<file path="src/rtl/cfg_ld_pkg.sv">
// Package: shared state encoding for the serial configuration shifter.
// Assumes: nothing outside this package depends on the numeric codes.
package cfg_ld_pkg;

    typedef enum logic [3:0] {
        ST_IDLE,
        ST_PROG_ON,
        ST_PROG_HOLD,
        ST_WAIT_READY,
        ST_FETCH,
        ST_BIT_LO,
        ST_BIT_DAT,
        ST_BIT_HI,
        ST_TAIL_CHK,
        ST_TAIL_LO,
        ST_TAIL_HI,
        ST_REPORT
    } ld_state_e;

    // Larger of two integers, used when sizing shared counters.
    function automatic int imax(input int a, input int b);
        return (a > b) ? a : b;
    endfunction

endpackage

</file>
<file path="src/rtl/cfg_ld_countdown.sv">
// Module: loadable down-counter that stops at zero.
// Does: load_i writes value_i; otherwise the count falls by one each cycle
//       until it reaches zero, where it stays. zero_o flags the zero count.
// Assumes: value_i fits in W bits. The count resets to zero (expired).
module cfg_ld_countdown #(
    parameter int W = 8
) (
    input  logic         clk,
    input  logic         rst_n,
    input  logic         load_i,
    input  logic [W-1:0] value_i,
    output logic         zero_o
);

    logic [W-1:0] cnt_q;

    // Count register: load, or decrement while not yet zero.
    always_ff @(posedge clk) begin
        if (!rst_n) begin
            cnt_q <= '0;
        end else if (load_i) begin
            cnt_q <= value_i;
        end else if (cnt_q != '0) begin
            cnt_q <= cnt_q - 1'b1;
        end
    end

    assign zero_o = (cnt_q == '0);

    // once expired, the counter stays expired until it is reloaded.
    assert_zero_holds_R8: assert property (@(posedge clk) disable iff (!rst_n)
        (zero_o && !load_i) |=> zero_o);

endmodule

</file>
<file path="src/rtl/cfg_ld_shifter.sv">
// Module: byte-to-bit shifter, MSB first.
// Does: load_i captures a byte, shift_i moves to the next lower bit,
//       last_o marks the final bit of the byte.
// Assumes: shift_i is not raised on the last bit; a new load starts the next byte.
module cfg_ld_shifter #(
    parameter int WIDTH = 8
) (
    input  logic             clk,
    input  logic             rst_n,
    input  logic             load_i,
    input  logic [WIDTH-1:0] byte_i,
    input  logic             shift_i,
    output logic             bit_o,
    output logic             last_o
);

    localparam int IDX_W = (WIDTH > 1) ? $clog2(WIDTH) : 1;
    localparam logic [IDX_W-1:0] LAST_IDX = IDX_W'(WIDTH - 1);

    logic [WIDTH-1:0] sr_q;
    logic [IDX_W-1:0] idx_q;

    // Shift register and bit position.
    always_ff @(posedge clk) begin
        if (!rst_n) begin
            sr_q  <= '0;
            idx_q <= '0;
        end else if (load_i) begin
            sr_q  <= byte_i;
            idx_q <= '0;
        end else if (shift_i) begin
            sr_q  <= {sr_q[WIDTH-2:0], 1'b0};
            idx_q <= idx_q + 1'b1;
        end
    end

    assign bit_o  = sr_q[WIDTH-1];
    assign last_o = (idx_q == LAST_IDX);

    // the first bit presented after a load is the byte's top bit.
    assert_msb_first_R4: assert property (@(posedge clk) disable iff (!rst_n)
        load_i |=> (bit_o == $past(byte_i[WIDTH-1])));

endmodule

</file>
<file path="src/rtl/serial_cfg_loader.sv">
// Module: serial configuration shifter for a programmable device.
// Does: program/init handshake, MSB-first bit clocking of a byte stream,
//       a done-polling tail with data held high, and a pass/fail pulse.
// Assumes: init_i and done_i are already synchronised to clk; STEP_CYC and
//          PROG_CYC are at least 1. Readback is refused with a failure status.
module serial_cfg_loader #(
    parameter int BYTES_W      = 16,
    parameter int SHIFT_W      = 8,
    parameter int STEP_CYC     = 4,
    parameter int PROG_CYC     = 50,
    parameter int INIT_TMO_CYC = 100000,
    parameter int DONE_TMO_CYC = 1000000
) (
    input  logic               clk,
    input  logic               rst_n,
    input  logic               start_i,
    input  logic               readback_i,
    input  logic [BYTES_W-1:0] byte_count_i,
    input  logic [SHIFT_W-1:0] byte_i,
    input  logic               byte_valid_i,
    output logic               byte_ready_o,
    input  logic               init_i,
    input  logic               done_i,
    output logic               prog_o,
    output logic               cfg_clk_o,
    output logic               cfg_dat_o,
    output logic               status_valid_o,
    output logic               status_ok_o
);
    import cfg_ld_pkg::*;

    localparam int DLY_MAX = imax(STEP_CYC, PROG_CYC);
    localparam int TMO_MAX = imax(INIT_TMO_CYC, DONE_TMO_CYC);
    localparam int DLY_W   = $clog2(DLY_MAX + 1);
    localparam int TMO_W   = $clog2(TMO_MAX + 1);
    localparam logic [DLY_W-1:0] STEP_LD = DLY_W'(STEP_CYC - 1);
    localparam logic [DLY_W-1:0] PROG_LD = DLY_W'(PROG_CYC - 1);
    localparam logic [TMO_W-1:0] INIT_LD = TMO_W'(INIT_TMO_CYC);
    localparam logic [TMO_W-1:0] DONE_LD = TMO_W'(DONE_TMO_CYC);

    ld_state_e          state_q, state_d;
    logic [BYTES_W-1:0] rem_q;
    logic               ok_q, ok_d;
    logic               dat_q;
    logic               dly_ld, dly_zero;
    logic [DLY_W-1:0]   dly_val;
    logic               tmo_ld, tmo_zero;
    logic [TMO_W-1:0]   tmo_val;
    logic               sh_load, sh_shift, sh_bit, sh_last;
    logic               rem_load, rem_dec, rem_zero;
    logic               dat_from_sh, dat_to_one;

    // Phase timer: length of each clock phase and of the program hold.
    cfg_ld_countdown #(.W(DLY_W)) u_phase (
        .clk(clk), .rst_n(rst_n), .load_i(dly_ld), .value_i(dly_val), .zero_o(dly_zero)
    );

    // Timeout timer: reloaded on entry to each wait.
    cfg_ld_countdown #(.W(TMO_W)) u_tmo (
        .clk(clk), .rst_n(rst_n), .load_i(tmo_ld), .value_i(tmo_val), .zero_o(tmo_zero)
    );

    // Byte shifter feeding the data pin.
    cfg_ld_shifter #(.WIDTH(SHIFT_W)) u_shift (
        .clk(clk), .rst_n(rst_n), .load_i(sh_load), .byte_i(byte_i),
        .shift_i(sh_shift), .bit_o(sh_bit), .last_o(sh_last)
    );

    assign rem_zero = (rem_q == '0);

    // Sequencer: next state and the one-cycle controls for timers and shifter.
    always_comb begin
        state_d     = state_q;
        ok_d        = ok_q;
        dly_ld      = 1'b0;
        dly_val     = STEP_LD;
        tmo_ld      = 1'b0;
        tmo_val     = INIT_LD;
        sh_load     = 1'b0;
        sh_shift    = 1'b0;
        rem_load    = 1'b0;
        rem_dec     = 1'b0;
        dat_from_sh = 1'b0;
        dat_to_one  = 1'b0;
        unique case (state_q)
            ST_IDLE: begin
                if (readback_i) begin
                    state_d = ST_REPORT;
                    ok_d    = 1'b0;
                end else if (start_i) begin
                    state_d  = ST_PROG_ON;
                    tmo_ld   = 1'b1;
                    rem_load = 1'b1;
                end
            end
            ST_PROG_ON: begin
                if (!init_i) begin
                    state_d = ST_PROG_HOLD;
                    dly_ld  = 1'b1;
                    dly_val = PROG_LD;
                end else if (tmo_zero) begin
                    state_d = ST_REPORT;
                    ok_d    = 1'b0;
                end
            end
            ST_PROG_HOLD: begin
                if (dly_zero) begin
                    state_d = ST_WAIT_READY;
                    tmo_ld  = 1'b1;
                end
            end
            ST_WAIT_READY: begin
                if (init_i) begin
                    if (rem_zero) begin
                        state_d    = ST_TAIL_CHK;
                        tmo_ld     = 1'b1;
                        tmo_val    = DONE_LD;
                        dat_to_one = 1'b1;
                    end else begin
                        state_d = ST_FETCH;
                    end
                end else if (tmo_zero) begin
                    state_d = ST_REPORT;
                    ok_d    = 1'b0;
                end
            end
            ST_FETCH: begin
                if (byte_valid_i) begin
                    state_d = ST_BIT_LO;
                    sh_load = 1'b1;
                    rem_dec = 1'b1;
                    dly_ld  = 1'b1;
                end
            end
            ST_BIT_LO: begin
                if (dly_zero) begin
                    state_d     = ST_BIT_DAT;
                    dly_ld      = 1'b1;
                    dat_from_sh = 1'b1;
                end
            end
            ST_BIT_DAT: begin
                if (dly_zero) begin
                    state_d = ST_BIT_HI;
                    dly_ld  = 1'b1;
                end
            end
            ST_BIT_HI: begin
                if (dly_zero) begin
                    if (!sh_last) begin
                        state_d  = ST_BIT_LO;
                        sh_shift = 1'b1;
                        dly_ld   = 1'b1;
                    end else if (rem_zero) begin
                        state_d    = ST_TAIL_CHK;
                        tmo_ld     = 1'b1;
                        tmo_val    = DONE_LD;
                        dat_to_one = 1'b1;
                    end else begin
                        state_d = ST_FETCH;
                    end
                end
            end
            ST_TAIL_CHK: begin
                if (done_i) begin
                    state_d = ST_REPORT;
                    ok_d    = 1'b1;
                end else if (tmo_zero) begin
                    state_d = ST_REPORT;
                    ok_d    = 1'b0;
                end else begin
                    state_d = ST_TAIL_LO;
                    dly_ld  = 1'b1;
                end
            end
            ST_TAIL_LO: begin
                if (tmo_zero) begin
                    state_d = ST_REPORT;
                    ok_d    = 1'b0;
                end else if (dly_zero) begin
                    state_d = ST_TAIL_HI;
                    dly_ld  = 1'b1;
                end
            end
            ST_TAIL_HI: begin
                if (tmo_zero) begin
                    state_d = ST_REPORT;
                    ok_d    = 1'b0;
                end else if (dly_zero) begin
                    state_d = ST_TAIL_CHK;
                end
            end
            ST_REPORT: state_d = ST_IDLE;
            default:   state_d = ST_IDLE;
        endcase
    end

    // State, verdict, remaining-byte count and data-pin registers.
    always_ff @(posedge clk) begin
        if (!rst_n) begin
            state_q <= ST_IDLE;
            ok_q    <= 1'b0;
            rem_q   <= '0;
            dat_q   <= 1'b1;
        end else begin
            state_q <= state_d;
            ok_q    <= ok_d;
            if (rem_load) begin
                rem_q <= byte_count_i;
            end else if (rem_dec) begin
                rem_q <= rem_q - 1'b1;
            end
            if (dat_to_one) begin
                dat_q <= 1'b1;
            end else if (dat_from_sh) begin
                dat_q <= sh_bit;
            end
        end
    end

    // Pin decode from the state register.
    assign prog_o         = (state_q == ST_PROG_ON) || (state_q == ST_PROG_HOLD);
    assign cfg_clk_o      = (state_q == ST_BIT_HI) || (state_q == ST_TAIL_HI);
    assign cfg_dat_o      = dat_q;
    assign byte_ready_o   = (state_q == ST_FETCH);
    assign status_valid_o = (state_q == ST_REPORT);
    assign status_ok_o    = (state_q == ST_REPORT) && ok_q;

    // bytes are requested only with the clock low and program released.
    assert_ready_clk_low_R6: assert property (@(posedge clk) disable iff (!rst_n)
        byte_ready_o |-> (!cfg_clk_o && !prog_o));

    // data pin is stable for the whole high phase of the clock.
    assert_dat_stable_high_R5: assert property (@(posedge clk) disable iff (!rst_n)
        (cfg_clk_o && $past(cfg_clk_o)) |-> $stable(cfg_dat_o));

    // the data pin stays high throughout done polling.
    assert_tail_dat_high_R7: assert property (@(posedge clk) disable iff (!rst_n)
        (state_q inside {ST_TAIL_CHK, ST_TAIL_LO, ST_TAIL_HI}) |-> cfg_dat_o);

    // a readback request in idle is refused on the next cycle.
    assert_readback_reject_R9: assert property (@(posedge clk) disable iff (!rst_n)
        (state_q == ST_IDLE && readback_i) |=> (status_valid_o && !status_ok_o && !prog_o));

    // the status pulse lasts a single cycle.
    assert_status_pulse_R11: assert property (@(posedge clk) disable iff (!rst_n)
        status_valid_o |=> !status_valid_o);

endmodule

</file>
<file path="config.mk">
export PLATFORM = sky130hd
export DESIGN_NAME = serial_cfg_loader
export DESIGN_NICKNAME = d
export VERILOG_FILES = /design/src/rtl/cfg_ld_pkg.sv /design/src/rtl/cfg_ld_countdown.sv /design/src/rtl/cfg_ld_shifter.sv /design/src/rtl/serial_cfg_loader.sv
export SDC_FILE = /design/constraint.sdc
export NUM_CORES = 1
export LEC_CHECK = 0
export BUFFER_PORTS_ARGS = -buffer_cell sky130_fd_sc_hd__buf_2
export CAP_MARGIN = 20
export CORE_AREA = 2 2 79 89
export CTS_CLUSTER_SIZE = 14
export DETAILED_ROUTE_END_ITERATION = 10
export DIE_AREA = 0 0 81 91
export PLACE_DENSITY = 0.72
export SYNTH_ARGS = -nofsm -noshare
export SYNTH_HDL_FRONTEND = slang
export SYNTH_SLANG_ARGS = --single-unit
</file>
<file path="constraint.sdc">
create_clock -name clk -period 3.1 [get_ports clk]
set_input_delay 0.31 -clock clk [delete_from_list [all_inputs] [get_ports clk]]
set_output_delay 0.31 -clock clk [all_outputs]
set_load 0.05 [all_outputs]
</file>
# After elaboration in Yosys (flattened, before gate mapping)
# Index checks and enable logic that the tools add are counted.
[word_totals] in_bits=31 ff_bits=59 out_inout_bits=6 mem_bits_rw=0 latchBits=0 n_memories=0 elab_cells=117 rom_bits=0
[classes] n_reduce_logical=20 muxes=61 n_bitwise=1 shift=0 order_cmp=0 div=0 eq_ne=23 add_sub_neg=4 mul=0
[ops] op="2-to-1 mux 20 bit" count=6
[ops] op="2-to-1 mux 4 bit" count=16
[ops] op="case mux 4 bit (11 select lines)" count=1
[ops] op="case mux 20 bit (2 select lines)" count=1
[ops] op="2-to-1 mux 16 bit" count=2
[ops] op="2-to-1 mux 6 bit" count=4
[ops] op="2-to-1 mux 1 bit" count=23
[ops] op="logical NOT 20 bit" count=1
[ops] op="nonzero test 20 bit" count=1
[ops] op="subtractor 20 x 1 -> 20 bit (second input constant)" count=1
[ops] op="equality test 4 x 3 -> 1 bit (second input constant)" count=4
[ops] op="equality test 4 bit (second input constant)" count=4
[ops] op="logical NOT 16 bit" count=1
[ops] op="2-to-1 mux 8 bit" count=2
[ops] op="inequality test 2 bit (second input constant)" count=8
[ops] op="subtractor 16 x 1 -> 16 bit (second input constant)" count=1
[ops] op="inequality test 3 bit (second input constant)" count=3
[ops] op="equality test 4 x 2 -> 1 bit (second input constant)" count=2
[ops] op="AND reduction 8 bit" count=1
[ops] op="nonzero test 2 bit" count=4
[ops] op="OR reduction 2 bit" count=4
[ops] op="logical NOT 6 bit" count=1
[ops] op="case mux 1 bit (6 select lines)" count=1
[ops] op="nonzero test 6 bit" count=1
[ops] op="other kinds (14)" count=16

# Logic depth before layout (Yosys ltp)
[logic_depth] depth_word=6 depth_mapped=9 mapped_depth_nobuf=8

# Modules after synthesis
# From an unflattened synthesis, not the netlist that was laid out.
[hier_totals] cells_unflattened=435 area_unflattened_um2=3599.7
[modules_own_cells] module="serial_cfg_loader" seq_area_each_um2=440.4 area_each_um2=1630.3 instances=1 cells_each=223
[modules_own_cells] module="cfg_ld_countdown at u_tmo" seq_area_each_um2=400.4 area_each_um2=1087.3 instances=1 cells_each=122
[modules_own_cells] module="cfg_ld_shifter" seq_area_each_um2=220.2 area_each_um2=525.5 instances=1 cells_each=47
[modules_own_cells] module="cfg_ld_countdown at u_phase" seq_area_each_um2=120.1 area_each_um2=356.6 instances=1 cells_each=43

# Worst setup path before layout
# No wires, ideal clock.
[synth_path] path_type="flip-flop to flip-flop" startpoint="register state_q[1]" endpoint="register rem_q[15]" path_slack_ns=0.682 required_ns=2.967 setup_time_ns=0.133 path_stages_with_launch=8 n_path_buf=1 synth_period_minus_slack_ns=2.418 arrival_time_ns=2.286 path_cell_list="dfxtp_1 > buf_2 > nor4b_4 > nand2_2 > or4_1 > nor3_1 > xnor2_1 > a21oi_1"
[synth_between] elab_chain_len=3 word_cells_on_any_way=6 cone_classes="eq/ne: 1; mux: 3; reduce/logical: 2"
[synth_rtl] element="start: declaration" line="serial_cfg_loader.sv:41" text="ld_state_e state_q, state_d;"
[synth_rtl] element="start signal: assignment" line="serial_cfg_loader.sv:206" text="state_q <= state_d;"
[synth_rtl] element="equality test 4 x 3 -> 1 bit"
[synth_rtl] element="net byte_ready_o" line="serial_cfg_loader.sv:21" text="output logic byte_ready_o,"
[synth_rtl] element="2-to-1 mux 1 bit" line="serial_cfg_loader.sv:85" text="unique case (state_q)"
[synth_rtl] element="nonzero test 2 bit (no line)"
[synth_rtl] element="end signal: assignment" line="serial_cfg_loader.sv:209" text="rem_q <= byte_count_i;"
[synth_rtl] element="end signal: assignment" line="serial_cfg_loader.sv:211" text="rem_q <= rem_q - 1'b1;"
[synth_rtl] element="end: declaration" line="serial_cfg_loader.sv:42" text="logic [BYTES_W-1:0] rem_q;"
# The timed path passes the listed nets, and every way through them passes these cells.
# A chain may end at the register's enable or synchronous reset.

# Worst setup path in the final report
[layout_path] startpoint="register state_q[1]" endpoint="register rem_q[15]"
[layout_between] elab_chain_len=3 word_cells_on_any_way=6 cone_classes="eq/ne: 1; mux: 3; reduce/logical: 2"
[layout_rtl] element="equality test 4 x 3 -> 1 bit or logical NOT 4 bit (tied branches)" line="serial_cfg_loader.sv:85"
[layout_rtl] element="2-to-1 mux 1 bit" line="serial_cfg_loader.sv:85"
[layout_rtl] element="nonzero test 2 bit (no line) or 2-to-1 mux 16 bit (tied branches)"
# Parallel ways exist; a longest one is shown, timed or not.

==> results.sh <==
export IMPL_drc_errors=0
export IMPL_cts_resized_gates=0
export IMPL_yosysWarnings=0
export IMPL_yosys_area_share_xor_xnor_pct=7.56
export IMPL_grt_max_degree=26
export IMPL_crit_fanout=20
export IMPL_first_global_vias=2980
export IMPL_status="completed"
export IMPL_pre_cts_ws_ps=634
export IMPL_nets=498
export IMPL_max_cap_viol_count=0
export IMPL_fin_tns_setup_ps=0
export IMPL_cp_arrival_ps=2700
export IMPL_placed_cell_area_um2=3620
export IMPL_syn_cell_area_um2=3360
export IMPL_via_per_inst=5.85
export IMPL_drt_initial_drc_count=159
export IMPL_vias=3207
export IMPL_stdcell_area_um2=3790
export IMPL_layout_setup_ws_ps=617
export IMPL_drive_gt1_share_pct=15.0
export IMPL_period_needed_ps=2480
export IMPL_start_util_pct=52.2
export IMPL_dieArea_um2=7370
export IMPL_fin_util_pct=58.8
export IMPL_root_buffer="clkbuf_8"
export IMPL_synth_mux_area_share_pct=1.83
export IMPL_hold_violations=0
export IMPL_row_count=31
export IMPL_dp_final_hpwl_um=5740
export IMPL_ys_async_sr_fraction_pct=0
export IMPL_synth_cell_types=57
export IMPL_yosysSeqAreaShare_pct=35.2
export IMPL_layout_common_cells="59 x nor2_1, 59 x dfxtp_1, 36 x a21oi_1, 36 x buf_2, 33 x nand2_1"
export IMPL_clkLatencyLatePin_ps=340
export IMPL_synth_edf_count=0
export IMPL_min_path_type="input pin to flop"
export IMPL_tightest_slew_ps=834
export IMPL_regArea_um2=1180
export IMPL_clockBufferDepth=2
export IMPL_fmax_mhz=403
export IMPL_portBuffers=36
export IMPL_setup_violations=0
export IMPL_p_leak_nw=1.48
export IMPL_yosys_area_share_simple_pct=30.3
export IMPL_gr_total_overflow=0
export IMPL_ant_nets=0
export IMPL_track_usage_pct=22.7
export IMPL_diodes=0
export IMPL_first_pass_iters=4
export IMPL_avgSynthCellArea_um2=7.86
export IMPL_area_delta_synth_final_pct=12.8
export IMPL_postCtsSetupBuffers=0
export IMPL_synth_compound_area_share_pct=19.2
export IMPL_synth_seq_cells=59
export IMPL_yosys_most_used_dff="dfxtp_1"
export IMPL_required_ps=3310
export IMPL_max_stage_delay_ps=610
export IMPL_slew_viol_final=0
export IMPL_ir_worst_vdd_mv=0.390
export IMPL_postSynthNetCount=464
export IMPL_end_kind="flop"
export IMPL_die_w_um=81
export IMPL_path_clk_slew_ps=70
export IMPL_fillers=623
export IMPL_setup_worst_path_class="flop to flop"
export IMPL_power_density_nw_per_um2=923
export IMPL_grt_pass1_wl_um=13400
export IMPL_slowest_stage="or4_1"
export IMPL_clock_skew_ps=11.5
export IMPL_synth_top_family_by_area="simple AND/OR/NAND/NOR gates"
export IMPL_antenna_found_initial=0
export IMPL_synth_cells=427
export IMPL_clock_sinks=59
export IMPL_slew_headroom_pct=44.3
export IMPL_die_h_um=91
export IMPL_cp_cell_sequence="nor4b_4 > nand2_2 > or4_1 > nor3_1 > xnor2_1 > a21oi_1"
export IMPL_finalWeightedCongestion=0.894
export IMPL_postCtsHoldBufs=0
export IMPL_synth_adder_area_share_pct=2.24
export IMPL_ios=37
export IMPL_cts_tree="built"
export IMPL_cts_made_buffers=9
export IMPL_period_share_pct=80.1
export IMPL_cp_start_kind="flop"
export IMPL_multiInputGateArea_um2=2050
export IMPL_fp_coreArea_um2=6440
export IMPL_rsz0062_at_grt="false"
export IMPL_h_tree_depth=3
export IMPL_wirelength_um=7840
export IMPL_wire_per_inst_um=14.3
-- stage by stage --
stage,total power [mW],hold WS (ps),std cells
after floorplan,2.52,436,427
after global placement,2.85,446,532
after detailed placement,2.88,449,532
after CTS,3.49,201,548
after global routing,3.78,204,548
final,3.50,210,548
-- synth_stat cells (8+ instances only) --
library cell	n	area (um^2)
inv_1	12	45.0
or3_1	8	50.1
a21oi_1	36	180
nor4_1	9	56.3
xor2_1	13	114
o21ai_0	20	100
nor2b_1	8	50.1
nor2_1	59	221
a211oi_1	8	60.1
nand2_1	33	124
nor3_1	20	100
clkbuf_1	18	67.6
nand3_1	10	50.1
xnor2_1	16	140
dfxtp_1	59	1180
-- metal layers --
metal	share of wire, %	track usage, %
met4	1.8	9.32
met1	46	30.4
met5	0	0
met3	4.4	4.47
met2	48	35.5
-- flip-flops by register name, summed over array words and instances (netlist names) --
signal and flops:
u_tmo.cnt_q 20, rem_q 16, u_shift.sr_q 8, u_phase.cnt_q 6
state_q 4, u_shift.idx_q 3, cfg_dat_o 1, ok_q 1
-- cell families (layout without fill, tap and decap cells) --
family,count (synthesis),after routing
adder cells (fa/ha/maj),6,6
XOR/XNOR,29,29
AND/OR/NAND/NOR,191,191
buffers and inverters,32,71
multiplexers,6,6
flip-flops,59,59
AO/OA/AOI/OAI,104,104
-- where the power goes --
group / internal (mW) / switching, mW
registers: 0.956 / 0.280
clock network: 0.311 / 0.300
logic: 0.710 / 0.939
-- final timing paths --
kind                                                    from                      endpoint  slack (ps)  cells after the start
worst max register to register       state_q[1]$_SDFFE_PN0P_        rem_q[15]$_SDFFE_PN0P_         620                      6
worst min register to register  u_shift.sr_q[3]$_SDFFE_PN0P_  u_shift.sr_q[3]$_SDFFE_PN0P_         460                      2
worst max-delay path                 state_q[1]$_SDFFE_PN0P_        rem_q[15]$_SDFFE_PN0P_         620                      6
worst min-delay path                               byte_i[0]  u_shift.sr_q[0]$_SDFFE_PN0P_         210                      3
-- layout make-up --
cell class	count	share of cell area, %
flip-flops and latches	59	31.2
clock buffers	12	3.83
multi-input cells	336	54.2
repair buffers	43	6.14
clock inverters	4	0.694
inverters	12	1.19
well taps	82	2.71
-- critical path: cells and delay by family (launching register included) --
kind             cells  cell delay (ps)
AND/OR/NAND/NOR      4             1600
AO/OA/AOI/OAI        1               90
flip-flops           1              530
XOR/XNOR             1              140
Note: power is estimated with default switching activity, not from simulation.
